`config.mk`:
```
export PLATFORM = sky130hd
export DESIGN_NAME = rob_core
export DESIGN_NICKNAME = d
export VERILOG_FILES = /design/src/rtl/rob_pkg.sv /design/src/rtl/rob_src_lookup.sv /design/src/rtl/rob_oldest_pick.sv /design/src/rtl/rob_core.sv
export SDC_FILE = /design/constraint.sdc
export NUM_CORES = 2
export LEC_CHECK = 0
export ABC_AREA = 1
export ABC_CLOCK_PERIOD_IN_PS = 5900
export BUFFER_PORTS_ARGS = -buffer_cell sky130_fd_sc_hd__buf_4
export CAP_MARGIN = 20
export CELL_PAD_IN_SITES_DETAIL_PLACEMENT = 1
export CELL_PAD_IN_SITES_GLOBAL_PLACEMENT = 1
export CORE_MARGIN = 2
export CORE_UTILIZATION = 25
export CTS_BUF_LIST = sky130_fd_sc_hd__clkbuf_2 sky130_fd_sc_hd__clkbuf_4 sky130_fd_sc_hd__clkbuf_8
export DETAILED_ROUTE_END_ITERATION = 6
export PLACE_DENSITY_LB_ADDON = 0.1
export RECOVER_POWER = 25
export SETUP_SLACK_MARGIN = 0.4
export SKIP_CTS_REPAIR_TIMING = 1
export SLEW_MARGIN = 5
export SYNTH_ARGS = -nofsm -noshare
export SYNTH_HDL_FRONTEND = slang
export SYNTH_HIERARCHICAL = 1
export SYNTH_SLANG_ARGS = --single-unit
```
`constraint.sdc`:
```
create_clock -name clk -period 5.9 [get_ports clk]
set_clock_uncertainty 0.05 [all_clocks]
set_input_delay 0.295 -clock clk [delete_from_list [all_inputs] [get_ports clk]]
set_output_delay 0.295 -clock clk [all_outputs]
set_load 0.05 [all_outputs]
```
`src/rtl/rob_pkg.sv`:
```
package rob_pkg;

   typedef enum logic [1:0] {
      SLOT_FREE = 2'd0,
      SLOT_WAIT = 2'd1,
      SLOT_EXEC = 2'd2,
      SLOT_DONE = 2'd3
   } slot_state_e;

   localparam int unsigned NSRC = 2;

endpackage

```
`src/rtl/rob_src_lookup.sv`:
```
module rob_src_lookup #(
   parameter int unsigned DEPTH  = 8,
   parameter int unsigned REG_W  = 5,
   parameter int unsigned DATA_W = 32,
   localparam int unsigned TAG_W = $clog2(DEPTH)
) (
   input  logic [REG_W-1:0]                 src_reg_i,
   input  logic [DATA_W-1:0]                rf_data_i,
   input  logic [TAG_W-1:0]                 head_i,
   input  logic [TAG_W:0]                   live_i,
   input  logic [DEPTH-1:0][REG_W-1:0]      dst_i,
   input  logic [DEPTH-1:0]                 done_i,
   input  logic [DEPTH-1:0][DATA_W-1:0]     res_i,
   input  logic                             wb_valid_i,
   input  logic [TAG_W-1:0]                 wb_tag_i,
   input  logic [DATA_W-1:0]                wb_data_i,
   output logic                             opnd_valid_o,
   output logic [DATA_W-1:0]                opnd_data_o,
   output logic [TAG_W-1:0]                 opnd_tag_o
);

   logic             hit;
   logic [TAG_W-1:0] hit_idx;

   // scan from oldest to youngest; the last match is the youngest producer
   always_comb begin
      logic [TAG_W-1:0] idx;
      hit     = 1'b0;
      hit_idx = '0;
      for (int k = 0; k < DEPTH; k++) begin
         idx = head_i + TAG_W'(k);
         if ((TAG_W+1)'(k) < live_i && dst_i[idx] == src_reg_i) begin
            hit     = 1'b1;
            hit_idx = idx;
         end
      end
   end

   always_comb begin
      opnd_valid_o = 1'b1;
      opnd_data_o  = rf_data_i;
      opnd_tag_o   = hit_idx;
      if (hit) begin
         if (done_i[hit_idx]) begin
            opnd_data_o = res_i[hit_idx];
         end else if (wb_valid_i && wb_tag_i == hit_idx) begin
            opnd_data_o = wb_data_i;
         end else begin
            opnd_valid_o = 1'b0;
            opnd_data_o  = '0;
         end
      end
   end

endmodule

```
`src/rtl/rob_oldest_pick.sv`:
```
module rob_oldest_pick #(
   parameter int unsigned DEPTH = 8,
   localparam int unsigned TAG_W = $clog2(DEPTH)
) (
   input  logic [DEPTH-1:0] ready_i,
   input  logic [TAG_W-1:0] head_i,
   output logic             found_o,
   output logic [TAG_W-1:0] sel_o
);

   // walk from youngest age to oldest so the oldest ready slot wins
   always_comb begin
      logic [TAG_W-1:0] idx;
      found_o = 1'b0;
      sel_o   = '0;
      for (int k = DEPTH - 1; k >= 0; k--) begin
         idx = head_i + TAG_W'(k);
         if (ready_i[idx]) begin
            found_o = 1'b1;
            sel_o   = idx;
         end
      end
   end

endmodule

```
`src/rtl/rob_core.sv`:
```
module rob_core
   import rob_pkg::*;
#(
   parameter int unsigned DEPTH  = 8,
   parameter int unsigned REG_W  = 5,
   parameter int unsigned DATA_W = 32,
   parameter int unsigned OP_W   = 8,
   localparam int unsigned TAG_W = $clog2(DEPTH),
   localparam int unsigned PTR_W = TAG_W + 1
) (
   input  logic               clk,
   input  logic               rst_n,
   input  logic               flush_i,
   input  logic               ins_valid_i,
   input  logic [OP_W-1:0]    ins_op_i,
   input  logic [REG_W-1:0]   ins_dst_i,
   input  logic [REG_W-1:0]   ins_src0_i,
   input  logic [REG_W-1:0]   ins_src1_i,
   input  logic [DATA_W-1:0]  rf_rdata0_i,
   input  logic [DATA_W-1:0]  rf_rdata1_i,
   output logic [TAG_W-1:0]   ins_tag_o,
   output logic               full_o,
   output logic               empty_o,
   input  logic               wb_valid_i,
   input  logic [TAG_W-1:0]   wb_tag_i,
   input  logic [DATA_W-1:0]  wb_data_i,
   output logic [DEPTH-1:0]   issue_ready_o,
   output logic               issue_valid_o,
   output logic [TAG_W-1:0]   issue_tag_o,
   output logic [OP_W-1:0]    issue_op_o,
   output logic [DATA_W-1:0]  issue_opnd0_o,
   output logic [DATA_W-1:0]  issue_opnd1_o,
   input  logic               issue_ack_i,
   output logic               rf_we_o,
   output logic [REG_W-1:0]   rf_waddr_o,
   output logic [DATA_W-1:0]  rf_wdata_o
);

   generate
      if (DEPTH < 2 || (1 << TAG_W) != DEPTH) begin : g_bad_depth
         $error("rob_core: DEPTH must be a power of two of at least 2");
      end
      if (REG_W < 1 || DATA_W < 1 || OP_W < 1) begin : g_bad_width
         $error("rob_core: widths must be positive");
      end
   endgenerate

   // ---------------- storage ----------------
   slot_state_e                         st_q [DEPTH];
   logic [PTR_W-1:0]                    head_q, tail_q;
   logic [DEPTH-1:0][OP_W-1:0]          op_q;
   logic [DEPTH-1:0][REG_W-1:0]         dst_q;
   logic [DEPTH-1:0][DATA_W-1:0]        res_q;
   logic [DEPTH-1:0][NSRC-1:0]          opv_q;
   logic [DEPTH-1:0][NSRC-1:0][TAG_W-1:0]  opt_q;
   logic [DEPTH-1:0][NSRC-1:0][DATA_W-1:0] opd_q;

   // ---------------- derived status ----------------
   logic [PTR_W-1:0] live;
   logic [TAG_W-1:0] head_idx, tail_idx;
   logic [DEPTH-1:0] done_vec, ready_vec;
   logic             ins_fire, commit_w, issue_fire;
   logic [TAG_W-1:0] issue_sel;
   logic             issue_found;

   assign live     = tail_q - head_q;
   assign head_idx = head_q[TAG_W-1:0];
   assign tail_idx = tail_q[TAG_W-1:0];
   assign full_o   = (live == PTR_W'(DEPTH));
   assign empty_o  = (live == '0);
   assign ins_tag_o = tail_idx;

   generate
      for (genvar g = 0; g < DEPTH; g++) begin : g_slot_flags
         assign done_vec[g]  = (st_q[g] == SLOT_DONE);
         assign ready_vec[g] = (st_q[g] == SLOT_WAIT) && (&opv_q[g]);
      end
   endgenerate

   assign ins_fire   = ins_valid_i && !full_o && !flush_i;
   assign commit_w   = done_vec[head_idx] && !empty_o && !flush_i;
   assign issue_fire = issue_found && issue_ack_i && !flush_i;

   // ---------------- operand capture ----------------
   logic [NSRC-1:0][REG_W-1:0]  src_reg;
   logic [NSRC-1:0][DATA_W-1:0] src_rf;
   logic [NSRC-1:0]             cap_v;
   logic [NSRC-1:0][DATA_W-1:0] cap_d;
   logic [NSRC-1:0][TAG_W-1:0]  cap_t;

   assign src_reg = {ins_src1_i, ins_src0_i};
   assign src_rf  = {rf_rdata1_i, rf_rdata0_i};

   generate
      for (genvar s = 0; s < NSRC; s++) begin : g_src
         rob_src_lookup #(
            .DEPTH (DEPTH),
            .REG_W (REG_W),
            .DATA_W(DATA_W)
         ) u_lookup (
            .src_reg_i   (src_reg[s]),
            .rf_data_i   (src_rf[s]),
            .head_i      (head_idx),
            .live_i      (live),
            .dst_i       (dst_q),
            .done_i      (done_vec),
            .res_i       (res_q),
            .wb_valid_i  (wb_valid_i),
            .wb_tag_i    (wb_tag_i),
            .wb_data_i   (wb_data_i),
            .opnd_valid_o(cap_v[s]),
            .opnd_data_o (cap_d[s]),
            .opnd_tag_o  (cap_t[s])
         );
      end
   endgenerate

   // ---------------- issue select ----------------
   rob_oldest_pick #(.DEPTH(DEPTH)) u_pick (
      .ready_i(ready_vec),
      .head_i (head_idx),
      .found_o(issue_found),
      .sel_o  (issue_sel)
   );

   assign issue_ready_o = ready_vec;
   assign issue_valid_o = issue_found;
   assign issue_tag_o   = issue_sel;
   assign issue_op_o    = op_q[issue_sel];
   assign issue_opnd0_o = opd_q[issue_sel][0];
   assign issue_opnd1_o = opd_q[issue_sel][1];

   // ---------------- retirement ----------------
   assign rf_we_o    = commit_w;
   assign rf_waddr_o = dst_q[head_idx];
   assign rf_wdata_o = res_q[head_idx];

   // ---------------- control state ----------------
   always_ff @(posedge clk or negedge rst_n) begin
      if (!rst_n) begin
         head_q <= '0;
         tail_q <= '0;
         for (int i = 0; i < DEPTH; i++) st_q[i] <= SLOT_FREE;
      end else if (flush_i) begin
         head_q <= '0;
         tail_q <= '0;
         for (int i = 0; i < DEPTH; i++) st_q[i] <= SLOT_FREE;
      end else begin
         for (int i = 0; i < DEPTH; i++) begin
            if (wb_valid_i && wb_tag_i == TAG_W'(i) && st_q[i] != SLOT_FREE)
               st_q[i] <= SLOT_DONE;
            if (issue_fire && issue_sel == TAG_W'(i))
               st_q[i] <= SLOT_EXEC;
            if (commit_w && head_idx == TAG_W'(i))
               st_q[i] <= SLOT_FREE;
            if (ins_fire && tail_idx == TAG_W'(i))
               st_q[i] <= SLOT_WAIT;
         end
         head_q <= head_q + PTR_W'(commit_w);
         tail_q <= tail_q + PTR_W'(ins_fire);
      end
   end

   // ---------------- payload ----------------
   always_ff @(posedge clk) begin
      if (!flush_i) begin
         for (int i = 0; i < DEPTH; i++) begin
            for (int j = 0; j < NSRC; j++) begin
               if (wb_valid_i && st_q[i] != SLOT_FREE && !opv_q[i][j]
                   && opt_q[i][j] == wb_tag_i) begin
                  opv_q[i][j] <= 1'b1;
                  opd_q[i][j] <= wb_data_i;
               end
            end
            if (wb_valid_i && wb_tag_i == TAG_W'(i) && st_q[i] != SLOT_FREE)
               res_q[i] <= wb_data_i;
            if (ins_fire && tail_idx == TAG_W'(i)) begin
               op_q[i]  <= ins_op_i;
               dst_q[i] <= ins_dst_i;
               opv_q[i] <= cap_v;
               opt_q[i] <= cap_t;
               opd_q[i] <= cap_d;
            end
         end
      end
   end

endmodule

```
Word level (Yosys, flattened, before mapping):

Cells that the tools add are included.

* bits of input ports: 128
* word-level logic and storage cells: 590
* output and inout bits: 127
* bits in registers: 960

* reductions and logical operators: 208
* $lt $le $gt $ge: 19
* equal/unequal tests: 79
* bitwise logic cells: 1
* $add $sub $neg: 10
* multiplexer cells: 191

Operators by type and width (count)
* 32-bit 2-to-1 mux: 25
* 64-bit 2-to-1 mux: 9
* 32-bit binary-select mux with 3-bit select: 3
* 64-bit binary-select mux with 3-bit select: 1
* 5-bit binary-select mux with 3-bit select: 8
* 1-bit logical AND: 112
* 5-bit == test: 16
* 2-bit 2-to-1 mux: 40
* 2-bit AND reduction: 40
* 3-bit 2-to-1 mux: 24
* 1-bit 2-to-1 mux: 57
* 3-bit == test: 18
* 3-bit == test (second input constant): 16
* 2-bit nonzero test: 24
* 3-bit by 4-bit less-than comparator with 1-bit output (second input constant): 11
* 5-bit 2-to-1 mux: 8
* 5-bit nonzero test: 8
* 1-bit binary-select mux with 3-bit select: 11
* 8-bit binary-select mux with 3-bit select: 1
* 3-bit by 2-bit == test with 1-bit output (second input constant): 8
* 1-bit zero test: 19
* 2-bit by 1-bit == test with 1-bit output (second input constant): 8
* 2-bit == test (second input constant): 8
* 3-bit by 4-bit less-than comparator with 1-bit output (first input constant): 4
* other kinds (15): 29

Depth between registers and ports, before layout:

* depth after elaboration: 19
* depth in mapped cells: 38
* depth with buffers taken out: 37

Cells and area by module:

Netlist, hierarchy kept.

Modules (own cells, without submodules)
* rob_core: area an instance 41071.9 um^2, cells an instance 3434, instances 1
* rob_src_lookup: area an instance 6786.5 um^2, cells an instance 1497, instances 2
* rob_oldest_pick: area an instance 739.5 um^2, cells an instance 122, instances 1

Least setup slack after synthesis:

Ideal clock, no wire load.

* path type: reg-to-output
* from: register st_q[15] (netlist bit)
* to: output port issue_opnd0_o[22]
* buffers on the path: 2
* arrival time: 5196 ps
* path slack: 359 ps
* stages on the path, launching flop included: 16
* cells stage by stage: dfrtp_1 -> nor3_1 -> nand2_1 -> nand3_2 -> nand3_2 -> nand2_2 -> inv_2 -> a21oi_1 -> o21ai_2 -> o21ai_1 -> nand2_1 -> inv_2 -> buf_2 -> clkbuf_1 -> a22oi_1 -> a31oi_1

* cells in the longest elaborated chain, start to end: 14
* elaborated cells on any way between the ends: 28
* those cells by class: 1 x eq/ne; 26 x mux; 1 x reduce/logical

Ends and longest elaborated chain
* start, declared: line rob_core.sv:49 `slot_state_e st_q [DEPTH];`
* start signal, assigned by index: line rob_core.sv:151 `st_q[i] <= SLOT_DONE;`
* start signal, assigned by index: line rob_core.sv:153 `st_q[i] <= SLOT_EXEC;`
* start signal, assigned by index: line rob_core.sv:155 `st_q[i] <= SLOT_FREE;`
* 2-bit by 1-bit == test with 1-bit output *: line rob_core.sv:76 `assign ready_vec[g] = (st_q[g] == SLOT_WAIT) && (&opv_q[g]);`
* 1-bit logical AND *: line rob_core.sv:76
* named net issue_ready_o[0]: line rob_core.sv:27 `output logic [DEPTH-1:0] issue_ready_o,`
* 1-bit binary-select mux with 3-bit select: line rob_oldest_pick.sv:18 `if (ready_i[idx]) begin`
* 1-bit 2-to-1 mux (not written as such): line rob_oldest_pick.sv:18
* 3-bit 2-to-1 mux (7 in a row): line rob_oldest_pick.sv:18
* 3-bit 2-to-1 mux *: line rob_oldest_pick.sv:18
* named net issue_tag_o[0]: line rob_core.sv:29 `output logic [TAG_W-1:0] issue_tag_o,`
* 64-bit binary-select mux with 3-bit select *: line rob_core.sv:130 `assign issue_opnd0_o = opd_q[issue_sel][0];`
* 64-bit 2-to-1 mux *
* end, declared: line rob_core.sv:31 `output logic [DATA_W-1:0] issue_opnd0_o,`

The timed path passes the listed nets; every way through them passes the cells marked *. The select of a mux whose other input is x is not followed.

Worst setup path in the final report:

* from: register head_q[1]
* to: output port issue_opnd1_o[8]

* cells in the longest elaborated chain, start to end: 13
* elaborated cells on any way between the ends: 33
* those cells by class: 7 x add/sub; 26 x mux

Ends and longest elaborated chain
* start, declared: line rob_core.sv:50 `logic [PTR_W-1:0] head_q, tail_q;`
* start signal, assigned: line rob_core.sv:159 `head_q <= head_q + PTR_W'(commit_w);`
* 3-bit adder: line rob_oldest_pick.sv:17 `idx = head_i + TAG_W'(k);`
* 1-bit binary-select mux with 3-bit select: line rob_oldest_pick.sv:18
* 1-bit 2-to-1 mux (not written as such): line rob_oldest_pick.sv:18
* 3-bit 2-to-1 mux (7 in a row): line rob_oldest_pick.sv:18
* 3-bit 2-to-1 mux *: line rob_oldest_pick.sv:18
* 64-bit binary-select mux with 3-bit select *: line rob_core.sv:131 `assign issue_opnd1_o = opd_q[issue_sel][1];`
* 64-bit 2-to-1 mux (not written as such) *: line rob_core.sv:131
* end, declared: line rob_core.sv:32 `output logic [DATA_W-1:0] issue_opnd1_o,`

Mark *: on every way between the ends. The rest lies on a longest branch, timed or not. The select of a mux whose other input is x is not followed.

==> results.tsv <==
metric	value	unit
Final Core Density	30.1	%
Max Cap Viol	8	
crit path max fanout	22	
Pre-antenna DRT Iters	5	
minimum clock period	5250	ps
Clk Tree Root Cell	clkbuf_8	
Core ar.	220000	um^2
Pwr Density	250	nW/um^2
outcome	finished, violations left	
port buffer count	254	
Total Power	16.6	mW
Hold Crit Class	primary input to flip-flop	
Design Area, Final	66200	um^2
power share of the clock group	41.0	%
Via density	5.11	
Slew Viols, Final	187	
DRC Markers	0	
wire per inst	27.7	um
post-synthesis xor/xnor area fraction	0.868	%
fin crit share	89.0	%
routed via count	50935	
Net Sw Frac	29.4	%
placed instance count	9473	
All-Layer GR Usage	23.5	%
sw power	4.87	mW
commonest non-fill, non-tap cell in the layout	nand2_1	
crit path kind	flip-flop to primary output	
latest clock arrival within the worst-skew pair	950	ps
Finished Layout Cells	9960	
Fin Hold WS	-8.14	ps
crit end category	primary output	
Die Width	475	um
area delta synth->final	19.5	%
Seq cells post-synth	960	
final hold viol count	2	
share of cells above drive strength 1	13.5	%
M1 GR Usage	30.7	%
P_leak	26.3	nW
Placer Congestion	0.827	
largest family of logic cells by synthesized area	simple AND/OR/NAND/NOR gates	
Top-Level Pins	255	
worst hold path depth	5	
area of the mapped netlist	55400	um^2
Arr. time, crit path	4910	ps
hpwl dp	176000	um
Yosys cell types	48	
first-pass GRT wire length	383000	um
FF-to-FF Start	tail_q[0]$_DFF_PN0_	
Synth Flop Type	edfxtp_1	
Place WS	502	ps
htree depth	4	
simple-gate portion of the synthesized area	28.7	%
register area	28700	um^2
Worst Hold Launch	rf_rdata1_i[4]	
Max Clock Freq	0.190	GHz
Cells after Synth	6550	
CTS sink cnt	960	
R2R Setup Slk	730	ps
DP Area	60800	um^2
compound-cell area share of the yosys netlist	10.6	%
clk slew on worst S/H paths	70	ps
Final ANT Viol Nets	0	
Critical R2R Capture	opd_q[263]$_DFFE_PP_	
initial antenna violation count	11	
Die Area	225000	um^2
Rel. slew slack	-157	%
Multi-input gate area	22900	um^2
P_int	11.7	mW
Final #Nets	6987	
mux cell area share after synthesis	0	%
failing checks	hold timing, capacitance limit, slew limit	
filler instances	25862	
Clock Tree Buf Depth	3	
vias in the first global route	52089	
global routing's busiest layer	met2	
Worst-Margin Slew	3850	ps
worst hold endpoint	opd_q[36]$_DFFE_PP_	
sequential share of power	45.8	%
met3 usage in global routing	2.81	%
Critical Path RT	5560	ps
IR drop worst, VDD	0.222	mV
most frequent cells in the layout	nand2_1 (2091), nand3_1 (964), edfxtp_1 (936)	
met2 Use GR	39.9	%
die extent in y	475	um
unrepaired setup endpoints after global routing	true	
Initial Util	25.2	%
final setup vio count	0	
ys async rst share	2.50	%
Post-Route WL	276000	um
TritonCTS clock tree	yes	
Synth Area in Adders	0.330	%
Overflow after GRT	0	
Num CTS Buffers	183	
CP Launch Type	flip-flop	
setup TNS	0	ps
Seq/Total Area, Yosys	51.8	%
final setup margin	647	ps
syn_nets	6692	
warnings from Yosys	6	
FF-to-FF path depth	23	
initial DRC count	3599	
synthesized area per cell	8.46	um^2
Post-synth EDFFs	936	
Comb pwr share	13.1	%
Row Count	172	
pin count of the biggest net entering global routing	139	
==> registers in the layout, summed over array words and instances (netlist names) <==
register,cells
opd_q,512
tail_q,4
op_q,64
opv_q,16
opt_q,48
st_q,16
dst_q,40
head_q,4
res_q,256
==> power by group through the flow <==
stage / logic (mW) / clock network [mW] / registers (mW)
final: 2.18 / 6.80 / 7.60
after global routing: 2.35 / 7.26 / 7.60
after CTS: 2.08 / 7.00 / 7.59
after detailed placement: 2.08 / 0 / 7.73
after global placement: 2.07 / 0 / 7.73
after floorplan: 1.16 / 0 / 7.72
==> Yosys cell counts (4+ instances only) <==
cell type	count	area [um^2]
a211oi_1	52	390
a21oi_1	62	310
a21oi_2	4	35.0
a22oi_1	206	1550
a31oi_1	108	676
a41oi_1	12	105
buf_1	49	184
buf_2	194	971
buf_4	43	323
buf_6	54	608
clkbuf_1	138	518
clkinv_1	4	15.0
dfrtp_1	24	601
edfxtp_1	936	28100
ha_1	13	163
inv_1	399	1500
inv_2	28	105
nand2_1	2116	7940
nand2_2	20	125
nand2_4	16	180
nand3_1	966	4830
nand3_2	20	200
nand3b_1	132	991
nand4_1	87	544
nor2_1	203	762
nor2_2	8	50.1
nor3_1	27	135
nor4_1	10	62.6
o21a_1	5	37.5
o21ai_0	256	1280
o21ai_1	289	1450
xnor2_1	19	166
xor2_1	29	254
==> layout make-up <==
| cell class | count | share of cell area [%] |
|---|---|---|
| Antenna cell | 10 | 0.0378 |
| Inverter | 434 | 2.60 |
| Sequential cell | 960 | 43.4 |
| Timing Repair Buffer | 581 | 8.20 |
| Clock buffer | 259 | 4.68 |
| Tap cell | 2958 | 5.59 |
| Multi-Input combinational cell | 4681 | 34.7 |
| Clock inverter | 73 | 0.790 |
| Timing Repair inverter | 4 | 0.0510 |
==> metal layers <==
layer,vias to the layer above,share of wire (%)
met5,-,0.0069
met4,4,3.7
met3,370,3.9
met2,1243,48
met1,25972,45
li1,23346,-
==> worst max-delay path: stages (launching register included) <==
cell and delay [ps]:
dfrtp_2 480, buf_12 190, inv_2 170, ha_4 270, inv_2 140, nand3_2 120, nand3_2 120, nand2_2 100
nor2_4 140, inv_2 40, o21ai_2 190, nand2_1 120, o21ai_4 140, inv_2 90, nand2_4 200, clkinv_8 200
buf_16 220, nand2_1 80, nand3_1 90, a211oi_1 260, a41oi_1 80, buf_4 240, buf_4 190
==> logic make-up after synthesis <==
kind of cell             after synthesis
AND/OR/NAND/NOR                     3613
flip-flops                           960
AO/OA/AOI/OAI                       1000
buffers and inverters                912
XOR/XNOR                              51
adder cells (fa/ha/maj)               14
==> how the worst max path moves through the flow <==
stage | start | cells past startpoint | end | slack [ps]
5_1_grt | head_q[1]$_DFF_PN0_ | 37 | opd_q[84]$_DFFE_PP_ | 350
3_3_place_gp | head_q[1]$_DFF_PN0_ | 36 | opd_q[193]$_DFFE_PP_ | 520
4_1_cts | head_q[0]$_DFF_PN0_ | 23 | issue_opnd1_o[22] | -380
6_report | head_q[1]$_DFF_PN0_ | 22 | issue_opnd1_o[8] | 650
2_1_floorplan | st_q[9]$_DFFE_PN0P_ | 15 | issue_opnd0_o[22] | 460
3_5_place_dp | head_q[1]$_DFF_PN0_ | 33 | opd_q[214]$_DFFE_PP_ | 500
No activity file was read; power rests on OpenSTA's default activity.
